## src/rtl/rsg_pkg.sv

```systemverilog
package rsg_pkg;

  localparam int CORDIC_STEPS = 14;
  localparam int NCH = 3;

  typedef enum logic [1:0] {SQ_IDLE, SQ_LOAD, SQ_ROT, SQ_STORE} seq_state_e;

  // Arctangent of 2^-k, with one full turn = 65536 units.
  function automatic int atan_unit(input int k);
    case (k)
      0:  return 8192;
      1:  return 4836;
      2:  return 2555;
      3:  return 1297;
      4:  return 651;
      5:  return 326;
      6:  return 163;
      7:  return 81;
      8:  return 41;
      9:  return 20;
      10: return 10;
      11: return 5;
      12: return 3;
      13: return 1;
      default: return 0;
    endcase
  endfunction

endpackage

```

## src/rtl/rsg_strobe_ctl.sv

```systemverilog
module rsg_strobe_ctl #(
  parameter int ANG_W = 12
) (
  input  logic             clk,
  input  logic             rst_n,
  input  logic             stb_i,
  input  logic [ANG_W-1:0] angle_i,
  input  logic             busy_i,
  output logic             rise_o,
  output logic             fall_o,
  output logic             start_o,
  output logic [ANG_W-1:0] angle_o
);
  logic stb_q;
  logic [ANG_W-1:0] lat_q;

  assign rise_o  = stb_i & ~stb_q;
  assign fall_o  = ~stb_i & stb_q;
  assign start_o = fall_o & ~busy_i;
  assign angle_o = lat_q;

  always_ff @(posedge clk) begin
    if (!rst_n) begin
      stb_q <= 1'b0;
      lat_q <= '0;
    end else begin
      stb_q <= stb_i;
      if (rise_o && !busy_i) lat_q <= angle_i;
    end
  end
endmodule

```

## src/rtl/rsg_sequencer.sv

```systemverilog
module rsg_sequencer #(
  parameter int ANG_W = 12
) (
  input  logic             clk,
  input  logic             rst_n,
  input  logic             start_i,
  input  logic             syn_i,
  input  logic             flip_i,
  input  logic [ANG_W-1:0] angle_i,
  output logic             busy_o,
  output logic             load_o,
  output logic             step_o,
  output logic [3:0]       step_idx_o,
  output logic             store_o,
  output logic             commit_o,
  output logic [1:0]       ch_o,
  output logic             syn_o,
  output logic [ANG_W-1:0] ang_o
);
  import rsg_pkg::*;

  localparam logic [ANG_W-1:0] MSB_MASK = ANG_W'(1) << (ANG_W - 1);
  localparam logic [ANG_W-1:0] OFF1 = ANG_W'(((2 ** ANG_W) + 1) / 3);
  localparam logic [ANG_W-1:0] OFF2 = ANG_W'(((2 ** (ANG_W + 1)) + 1) / 3);
  localparam logic [3:0] LAST_STEP = 4'(CORDIC_STEPS - 1);

  seq_state_e state_q;
  logic [1:0] ch_q;
  logic [3:0] step_q;
  logic syn_q;
  logic [ANG_W-1:0] base_q;
  logic last_ch;
  logic [ANG_W-1:0] offset;

  assign last_ch    = syn_q ? (ch_q == 2'd2) : (ch_q == 2'd0);
  assign busy_o     = (state_q != SQ_IDLE);
  assign load_o     = (state_q == SQ_LOAD);
  assign step_o     = (state_q == SQ_ROT);
  assign store_o    = (state_q == SQ_STORE);
  assign commit_o   = store_o & last_ch;
  assign step_idx_o = step_q;
  assign ch_o       = ch_q;
  assign syn_o      = syn_q;

  always_comb begin
    case (ch_q)
      2'd1:    offset = OFF1;
      2'd2:    offset = OFF2;
      default: offset = '0;
    endcase
    ang_o = base_q + (syn_q ? offset : '0);
  end

  always_ff @(posedge clk) begin
    if (!rst_n) begin
      state_q <= SQ_IDLE;
      ch_q    <= '0;
      step_q  <= '0;
      syn_q   <= 1'b0;
      base_q  <= '0;
    end else begin
      case (state_q)
        SQ_IDLE: if (start_i) begin
          state_q <= SQ_LOAD;
          ch_q    <= '0;
          syn_q   <= syn_i;
          base_q  <= angle_i ^ ((syn_i && flip_i) ? MSB_MASK : '0);
        end
        SQ_LOAD: begin
          state_q <= SQ_ROT;
          step_q  <= '0;
        end
        SQ_ROT: begin
          step_q <= step_q + 4'd1;
          if (step_q == LAST_STEP) state_q <= SQ_STORE;
        end
        default: begin
          if (last_ch) state_q <= SQ_IDLE;
          else begin
            ch_q    <= ch_q + 2'd1;
            state_q <= SQ_LOAD;
          end
        end
      endcase
    end
  end
endmodule

```

## src/rtl/rsg_cordic.sv

```systemverilog
module rsg_cordic #(
  parameter int ANG_W  = 12,
  parameter int COEF_W = 16
) (
  input  logic                     clk,
  input  logic                     rst_n,
  input  logic                     load_i,
  input  logic [ANG_W-1:0]         angle_i,
  input  logic                     step_i,
  input  logic [3:0]               step_idx_i,
  output logic signed [COEF_W-1:0] cos_o,
  output logic signed [COEF_W-1:0] sin_o
);
  localparam int GUARD = 4;
  localparam int IFRAC = COEF_W - 2 + GUARD;
  localparam int XW    = COEF_W + GUARD + 2;
  localparam int ZW    = 18;
  localparam int PH_SH = 16 - ANG_W;
  localparam logic signed [XW-1:0] X_INIT = XW'(39797) <<< (IFRAC - 16);
  localparam logic signed [XW-1:0] RND    = XW'(1) <<< (GUARD - 1);

  logic signed [XW-1:0] x_q, y_q, xs, ys, xr, yr;
  logic signed [ZW-1:0] z_q, at;
  logic neg_q, fold;
  logic [15:0] ph16;
  logic signed [COEF_W-1:0] cw, sw;

  always_comb begin
    fold = angle_i[ANG_W-1] ^ angle_i[ANG_W-2];
    ph16 = 16'(angle_i) << PH_SH;
    if (fold) ph16[15] = ~ph16[15];
    xs = x_q >>> step_idx_i;
    ys = y_q >>> step_idx_i;
    at = ZW'(rsg_pkg::atan_unit(int'(step_idx_i)));
    xr = (x_q + RND) >>> GUARD;
    yr = (y_q + RND) >>> GUARD;
    cw = COEF_W'(xr);
    sw = COEF_W'(yr);
    cos_o = neg_q ? -cw : cw;
    sin_o = neg_q ? -sw : sw;
  end

  always_ff @(posedge clk) begin
    if (!rst_n) begin
      x_q   <= '0;
      y_q   <= '0;
      z_q   <= '0;
      neg_q <= 1'b0;
    end else if (load_i) begin
      x_q   <= X_INIT;
      y_q   <= '0;
      z_q   <= ZW'(signed'(ph16));
      neg_q <= fold;
    end else if (step_i) begin
      if (!z_q[ZW-1]) begin
        x_q <= x_q - ys;
        y_q <= y_q + xs;
        z_q <= z_q - at;
      end else begin
        x_q <= x_q + ys;
        y_q <= y_q - xs;
        z_q <= z_q + at;
      end
    end
  end
endmodule

```

## src/rtl/rsg_coef_bank.sv

```systemverilog
module rsg_coef_bank #(
  parameter int COEF_W = 16
) (
  input  logic                     clk,
  input  logic                     rst_n,
  input  logic                     store_i,
  input  logic                     commit_i,
  input  logic                     syn_i,
  input  logic [1:0]               ch_i,
  input  logic signed [COEF_W-1:0] cos_i,
  input  logic signed [COEF_W-1:0] sin_i,
  output logic signed [COEF_W-1:0] coef_o [rsg_pkg::NCH],
  output logic                     act_syn_o,
  output logic                     have_o
);
  import rsg_pkg::*;

  logic signed [COEF_W-1:0] shd_q [NCH];
  logic signed [COEF_W-1:0] shd_d [NCH];
  logic signed [COEF_W-1:0] act_q [NCH];

  always_comb begin
    for (int k = 0; k < NCH; k++) shd_d[k] = shd_q[k];
    if (store_i) begin
      if (syn_i) begin
        for (int k = 0; k < NCH; k++)
          if (ch_i == 2'(k)) shd_d[k] = -sin_i;
      end else begin
        shd_d[0] = cos_i;
        shd_d[1] = sin_i;
        shd_d[2] = '0;
      end
    end
  end

  always_ff @(posedge clk) begin
    if (!rst_n) begin
      for (int k = 0; k < NCH; k++) begin
        shd_q[k] <= '0;
        act_q[k] <= '0;
      end
      act_syn_o <= 1'b0;
      have_o    <= 1'b0;
    end else begin
      for (int k = 0; k < NCH; k++) shd_q[k] <= shd_d[k];
      if (commit_i) begin
        for (int k = 0; k < NCH; k++) act_q[k] <= shd_d[k];
        act_syn_o <= syn_i;
        have_o    <= 1'b1;
      end
    end
  end

  always_comb for (int k = 0; k < NCH; k++) coef_o[k] = act_q[k];
endmodule

```

## src/rtl/rsg_out_chan.sv

```systemverilog
module rsg_out_chan #(
  parameter int REF_W  = 16,
  parameter int COEF_W = 16,
  parameter int OUT_W  = 16
) (
  input  logic                     clk,
  input  logic                     rst_n,
  input  logic                     vld_i,
  input  logic signed [REF_W-1:0]  ref_i,
  input  logic signed [COEF_W-1:0] coef_i,
  output logic signed [OUT_W-1:0]  out_o
);
  localparam int PW = REF_W + COEF_W;
  localparam int CF = COEF_W - 2;
  localparam logic signed [PW-1:0] HALF = PW'(1) <<< (CF - 1);
  localparam logic signed [PW-1:0] MAXV = PW'((64'sd1 <<< (OUT_W - 1)) - 64'sd1);
  localparam logic signed [PW-1:0] MINV = -MAXV - PW'(1);

  logic signed [PW-1:0] ref_x, coef_x, prod, rnd;
  logic signed [OUT_W-1:0] sat;

  always_comb begin
    ref_x  = ref_i;
    coef_x = coef_i;
    prod   = ref_x * coef_x;
    rnd    = (prod + HALF) >>> CF;
    if (rnd > MAXV)      sat = OUT_W'(MAXV);
    else if (rnd < MINV) sat = OUT_W'(MINV);
    else                 sat = OUT_W'(rnd);
  end

  always_ff @(posedge clk) begin
    if (!rst_n)     out_o <= '0;
    else if (vld_i) out_o <= sat;
  end
endmodule

```

## src/rtl/resolver_synchro_gen.sv

```systemverilog
module resolver_synchro_gen #(
  parameter int ANG_W  = 12,
  parameter int REF_W  = 16,
  parameter int COEF_W = 16,
  parameter int OUT_W  = 16
) (
  input  logic                    clk,
  input  logic                    rst_n,
  input  logic [ANG_W-1:0]        angle_i,
  input  logic                    angle_stb_i,
  input  logic                    synchro_sel_i,
  input  logic                    msb_flip_i,
  input  logic signed [REF_W-1:0] ref_i,
  input  logic                    ref_vld_i,
  output logic                    busy_o,
  output logic                    out_vld_o,
  output logic signed [OUT_W-1:0] out_a_o,
  output logic signed [OUT_W-1:0] out_b_o,
  output logic signed [OUT_W-1:0] out_c_o
);
  import rsg_pkg::*;

  logic stb_rise, stb_fall, start_evt, commit_evt;
  logic conv_busy, conv_syn, act_syn, have_coef;
  logic ld, stp, sto;
  logic [3:0] stp_idx;
  logic [1:0] ch;
  logic [ANG_W-1:0] lat_angle, eng_angle;
  logic signed [COEF_W-1:0] cos_w, sin_w;
  logic signed [COEF_W-1:0] coef [NCH];
  logic signed [OUT_W-1:0] chan_out [NCH];
  logic vld_q;

  rsg_strobe_ctl #(.ANG_W(ANG_W)) u_stb (
    .clk(clk), .rst_n(rst_n), .stb_i(angle_stb_i), .angle_i(angle_i),
    .busy_i(conv_busy), .rise_o(stb_rise), .fall_o(stb_fall),
    .start_o(start_evt), .angle_o(lat_angle)
  );

  rsg_sequencer #(.ANG_W(ANG_W)) u_seq (
    .clk(clk), .rst_n(rst_n), .start_i(start_evt), .syn_i(synchro_sel_i),
    .flip_i(msb_flip_i), .angle_i(lat_angle), .busy_o(conv_busy),
    .load_o(ld), .step_o(stp), .step_idx_o(stp_idx), .store_o(sto),
    .commit_o(commit_evt), .ch_o(ch), .syn_o(conv_syn), .ang_o(eng_angle)
  );

  rsg_cordic #(.ANG_W(ANG_W), .COEF_W(COEF_W)) u_rot (
    .clk(clk), .rst_n(rst_n), .load_i(ld), .angle_i(eng_angle),
    .step_i(stp), .step_idx_i(stp_idx), .cos_o(cos_w), .sin_o(sin_w)
  );

  rsg_coef_bank #(.COEF_W(COEF_W)) u_bank (
    .clk(clk), .rst_n(rst_n), .store_i(sto), .commit_i(commit_evt),
    .syn_i(conv_syn), .ch_i(ch), .cos_i(cos_w), .sin_i(sin_w),
    .coef_o(coef), .act_syn_o(act_syn), .have_o(have_coef)
  );

  for (genvar g = 0; g < NCH; g++) begin : g_chan
    rsg_out_chan #(.REF_W(REF_W), .COEF_W(COEF_W), .OUT_W(OUT_W)) u_chan (
      .clk(clk), .rst_n(rst_n), .vld_i(ref_vld_i), .ref_i(ref_i),
      .coef_i(coef[g]), .out_o(chan_out[g])
    );
  end

  always_ff @(posedge clk) begin
    if (!rst_n) vld_q <= 1'b0;
    else        vld_q <= ref_vld_i & ~conv_busy & ~angle_stb_i & have_coef;
  end

  assign busy_o    = conv_busy;
  assign out_vld_o = vld_q;
  assign out_a_o   = chan_out[0];
  assign out_b_o   = chan_out[1];
  assign out_c_o   = chan_out[2];
endmodule

```

## config.mk

```make
export PLATFORM = sky130hd
export DESIGN_NAME = resolver_synchro_gen
export DESIGN_NICKNAME = d
export VERILOG_FILES = /design/src/rtl/rsg_pkg.sv /design/src/rtl/rsg_strobe_ctl.sv /design/src/rtl/rsg_sequencer.sv /design/src/rtl/rsg_cordic.sv /design/src/rtl/rsg_coef_bank.sv /design/src/rtl/rsg_out_chan.sv /design/src/rtl/resolver_synchro_gen.sv
export SDC_FILE = /design/constraint.sdc
export NUM_CORES = 2
export LEC_CHECK = 0
export BUFFER_PORTS_ARGS = -buffer_cell sky130_fd_sc_hd__buf_2
export CAP_MARGIN = 20
export CORE_MARGIN = 2
export CORE_UTILIZATION = 46
export DETAILED_ROUTE_END_ITERATION = 8
export PLACE_DENSITY = 0.62
export SLEW_MARGIN = 40
export SYNTH_ARGS = -nofsm -noshare
export SYNTH_HDL_FRONTEND = slang
export SYNTH_SLANG_ARGS = --single-unit
```

## constraint.sdc

```tcl
create_clock -name clk -period 10.6 [get_ports clk]
set_input_delay 1.59 -clock clk [delete_from_list [all_inputs] [get_ports clk]]
set_output_delay 1.59 -clock clk [all_outputs]
set_load 0.05 [all_outputs]
```

==> out/metrics.cfg <==
[timing]
slew_headroom_pct=43.1
fin_crit_sh_pct=83.3
setup_viol=0
min_period_ns=8.83
grt_setup_unrepaired=false
timing.fmax_mhz=113
worst_slew_pin_slew_ns=0.850
fin_tns_setup_ns=0
clock_skew_ns=0.0385
slew_viol_final=0
final_hold_viol_count=0

[min_path]
hold_class=reg2reg

[synth]
synth_fp_nets=6430
synth-edff-count=48
ys_seq_elements=254
synth.avg_cell_area_um2=8.83
syn_area_um2=46600
synth-seq-area-share_pct=11.9
yosys_warnings=0
synth_cell_type_count=99
syn-instance-count=5281
ys.flop_type=dfxtp_1
async_flop_share_pct=0

[worst_setup_path]
critical_path_required_ns=11.04
critPathCaptureType=flip-flop
critPathArrivalTime_ns=9.27
crit_path_end=g_chan[2].u_chan.out_o[13]
crit_start=ref_i[7]
regToRegSetupSlack_ns=2.48
r2r_end=g_chan[2].u_chan.out_o[13]
r2r_start=u_bank.act_q[0][34]
worstPathMaxFanout=31
crit_path_start_kind=primary input
reg2reg_depth=23
worstSetupPathType=in2reg

[clocking]
cts_buffer_depth=3
cts.sinks=254
tritoncts=done
clk_latency_ns=0.59
cts_hold_buf=0
numCtsBuffers=36
htree_levels=2
cts.reportedPaths.clkPinSlew_ns=0.06
cts_setup_buffers=0
cts-root-buf=clkbuf_16
cts_resized=0

[placed_design]
dp_hpwl_um=91000
post-place-cells=6486
portBuffers=83
place.gp.congestion=0.871

[finish]
nets=6316
instances_no_fill=6552
final_cell_mix=inv_1 (914), fa_1 (790), nand2_1 (600), and2_1 (376), ha_1 (323)
mostFrequentLayoutCell=inv_1
area_delta_synth_final_pct=5.61
layout-drive-gt1-share_pct=5.78

[status]
status=completed

[global_routing]
grt_max_degree=70
gr-total-overflow=0
grt_pass1_vias=36300
grt_pass1_wl_um=196000
antenna_found_initial=1
groute.usage.overall_pct=23.5

[flow_run]
maxCapViolations=0

[routing]
drt_first_pass_iters=5
vias=35200
post_drt_wl_per_cell_um=17.9
wl_um=117000
remaining_drc_errors=0
ant_nets=0
via_per_inst=5.37
drt_iter0_markers=2411

[die]
placementRows=116
placeableCoreArea_um2=100000
die_x_um=322
die_h_um=322
dieArea_um2=104000
pin_count=84
start_util_pct=46.5

-- synthesized netlist by cell type (all sizes together), types with 48 or more instances --
library cell,count,share of area [%]
edfxtp,48,3.1
nor3,72,0.81
nor2,275,2.2
xor2,96,1.8
a21oi,243,2.6
inv,917,7.4
mux4,52,2.7
mux2i,51,1.1
fa,790,34
nand2,601,4.8
dfxtp,206,8.8
xnor2,171,3.2
ha,325,8.7
clkbuf,235,1.9
nand3,77,0.84
o21ai,167,1.8
and2,376,5.0
-- worst max-delay path: stages --
cell,delay [ns]
buf_2,0.55
nand2_1,0.17
fa_1,0.58
inv_1,0.05
fa_1,0.49
inv_1,0.06
fa_1,0.53
inv_1,0.05
fa_1,0.46
fa_1,0.50
inv_1,0.05
fa_1,0.48
inv_1,0.04
ha_1,0.31
nand2_1,0.06
a21oi_1,0.18
o21ai_0,0.10
a31oi_1,0.64
o221ai_1,0.28
o211ai_1,0.38
a41oi_1,0.33
o21a_1,0.30
nor4b_1,0.32
nor3_1,0.13
nor2b_2,0.46
a21oi_1,0.15
-- metrics by stage --
step / util, % / cell area (um2) / hold WS (ns) / worst slack, ns
after floorplan: - / 46600 / 0.409 / 2.37
after global placement: 47.8 / 48000 / 0.438 / 1.03
after detailed placement: 47.9 / 48000 / 0.445 / 1.23
after CTS: 49.1 / 49200 / 0.453 / 1.83
after global routing: 49.1 / 49300 / 0.473 / 1.29
final: 49.1 / 49300 / 0.452 / 1.77
-- how the worst min path moves through the flow --
| stage | from | to | slack, ns | cells after the start |
|---|---|---|---|---|
| finish | u_stb.angle_o[7] | u_seq.base_q[7] | 0.45 | 2 |
| global route | u_stb.angle_o[10] | u_seq.base_q[10] | 0.47 | 2 |
| floorplan | u_bank.have_o | out_vld_o | 0.41 | 2 |
| detailed placement | u_stb.angle_o[4] | u_seq.base_q[4] | 0.45 | 2 |
| global placement | u_bank.shd_q[0][13] | u_bank.shd_q[0][13] | 0.44 | 2 |
| CTS | u_stb.angle_o[4] | u_seq.base_q[4] | 0.45 | 2 |
-- flip-flops by register name, summed over array words and instances (netlist names), 4 cells and up --
| register | flops |
|---|---|
| u_bank.shd_q | 45 |
| u_bank.act_q | 48 |
| u_rot.at | 14 |
| u_rot.z_q | 18 |
| u_seq.step_idx_o | 4 |
| g_chan.u_chan.out_o | 48 |
| u_rot.y_q | 22 |
| u_stb.angle_o | 12 |
| u_seq.base_q | 12 |
| u_rot.x_q | 22 |
-- layer usage --
| metal | track usage, % | vias to the layer above | routed length, um |
|---|---|---|---|
| li1 | - | 16500 | - |
| met1 | 32.8 | 17700 | 52500 |
| met2 | 39.1 | 880 | 55900 |
| met3 | 2.72 | 136 | 6120 |
| met4 | 5.25 | 0 | 2590 |
| met5 | 0 | - | 0 |
-- area by class of cell --
cell class	instances	area [um2]
multi-input combinational	3828	36500
inverter	920	3450
antenna	1	2.50
fill	9603	51000
timing repair buffer	127	761
clock inverter	20	254
tap	1357	1700
sequential	254	5570
clock buffer	45	995
-- cells by family after synthesis --
kind of cell	share of synthesized area [%]
muxes	4.30
xor gates and xnor gates	5.03
AOI/OAI and AO/OA	9.63
buffers and inverters	9.89
and+or+nand+nor	16.6
DFF	11.9
adders and majority gates	42.6
Power is not shown: default switching activity piles up to over one toggle a cycle in this logic, so the estimate is an artifact.
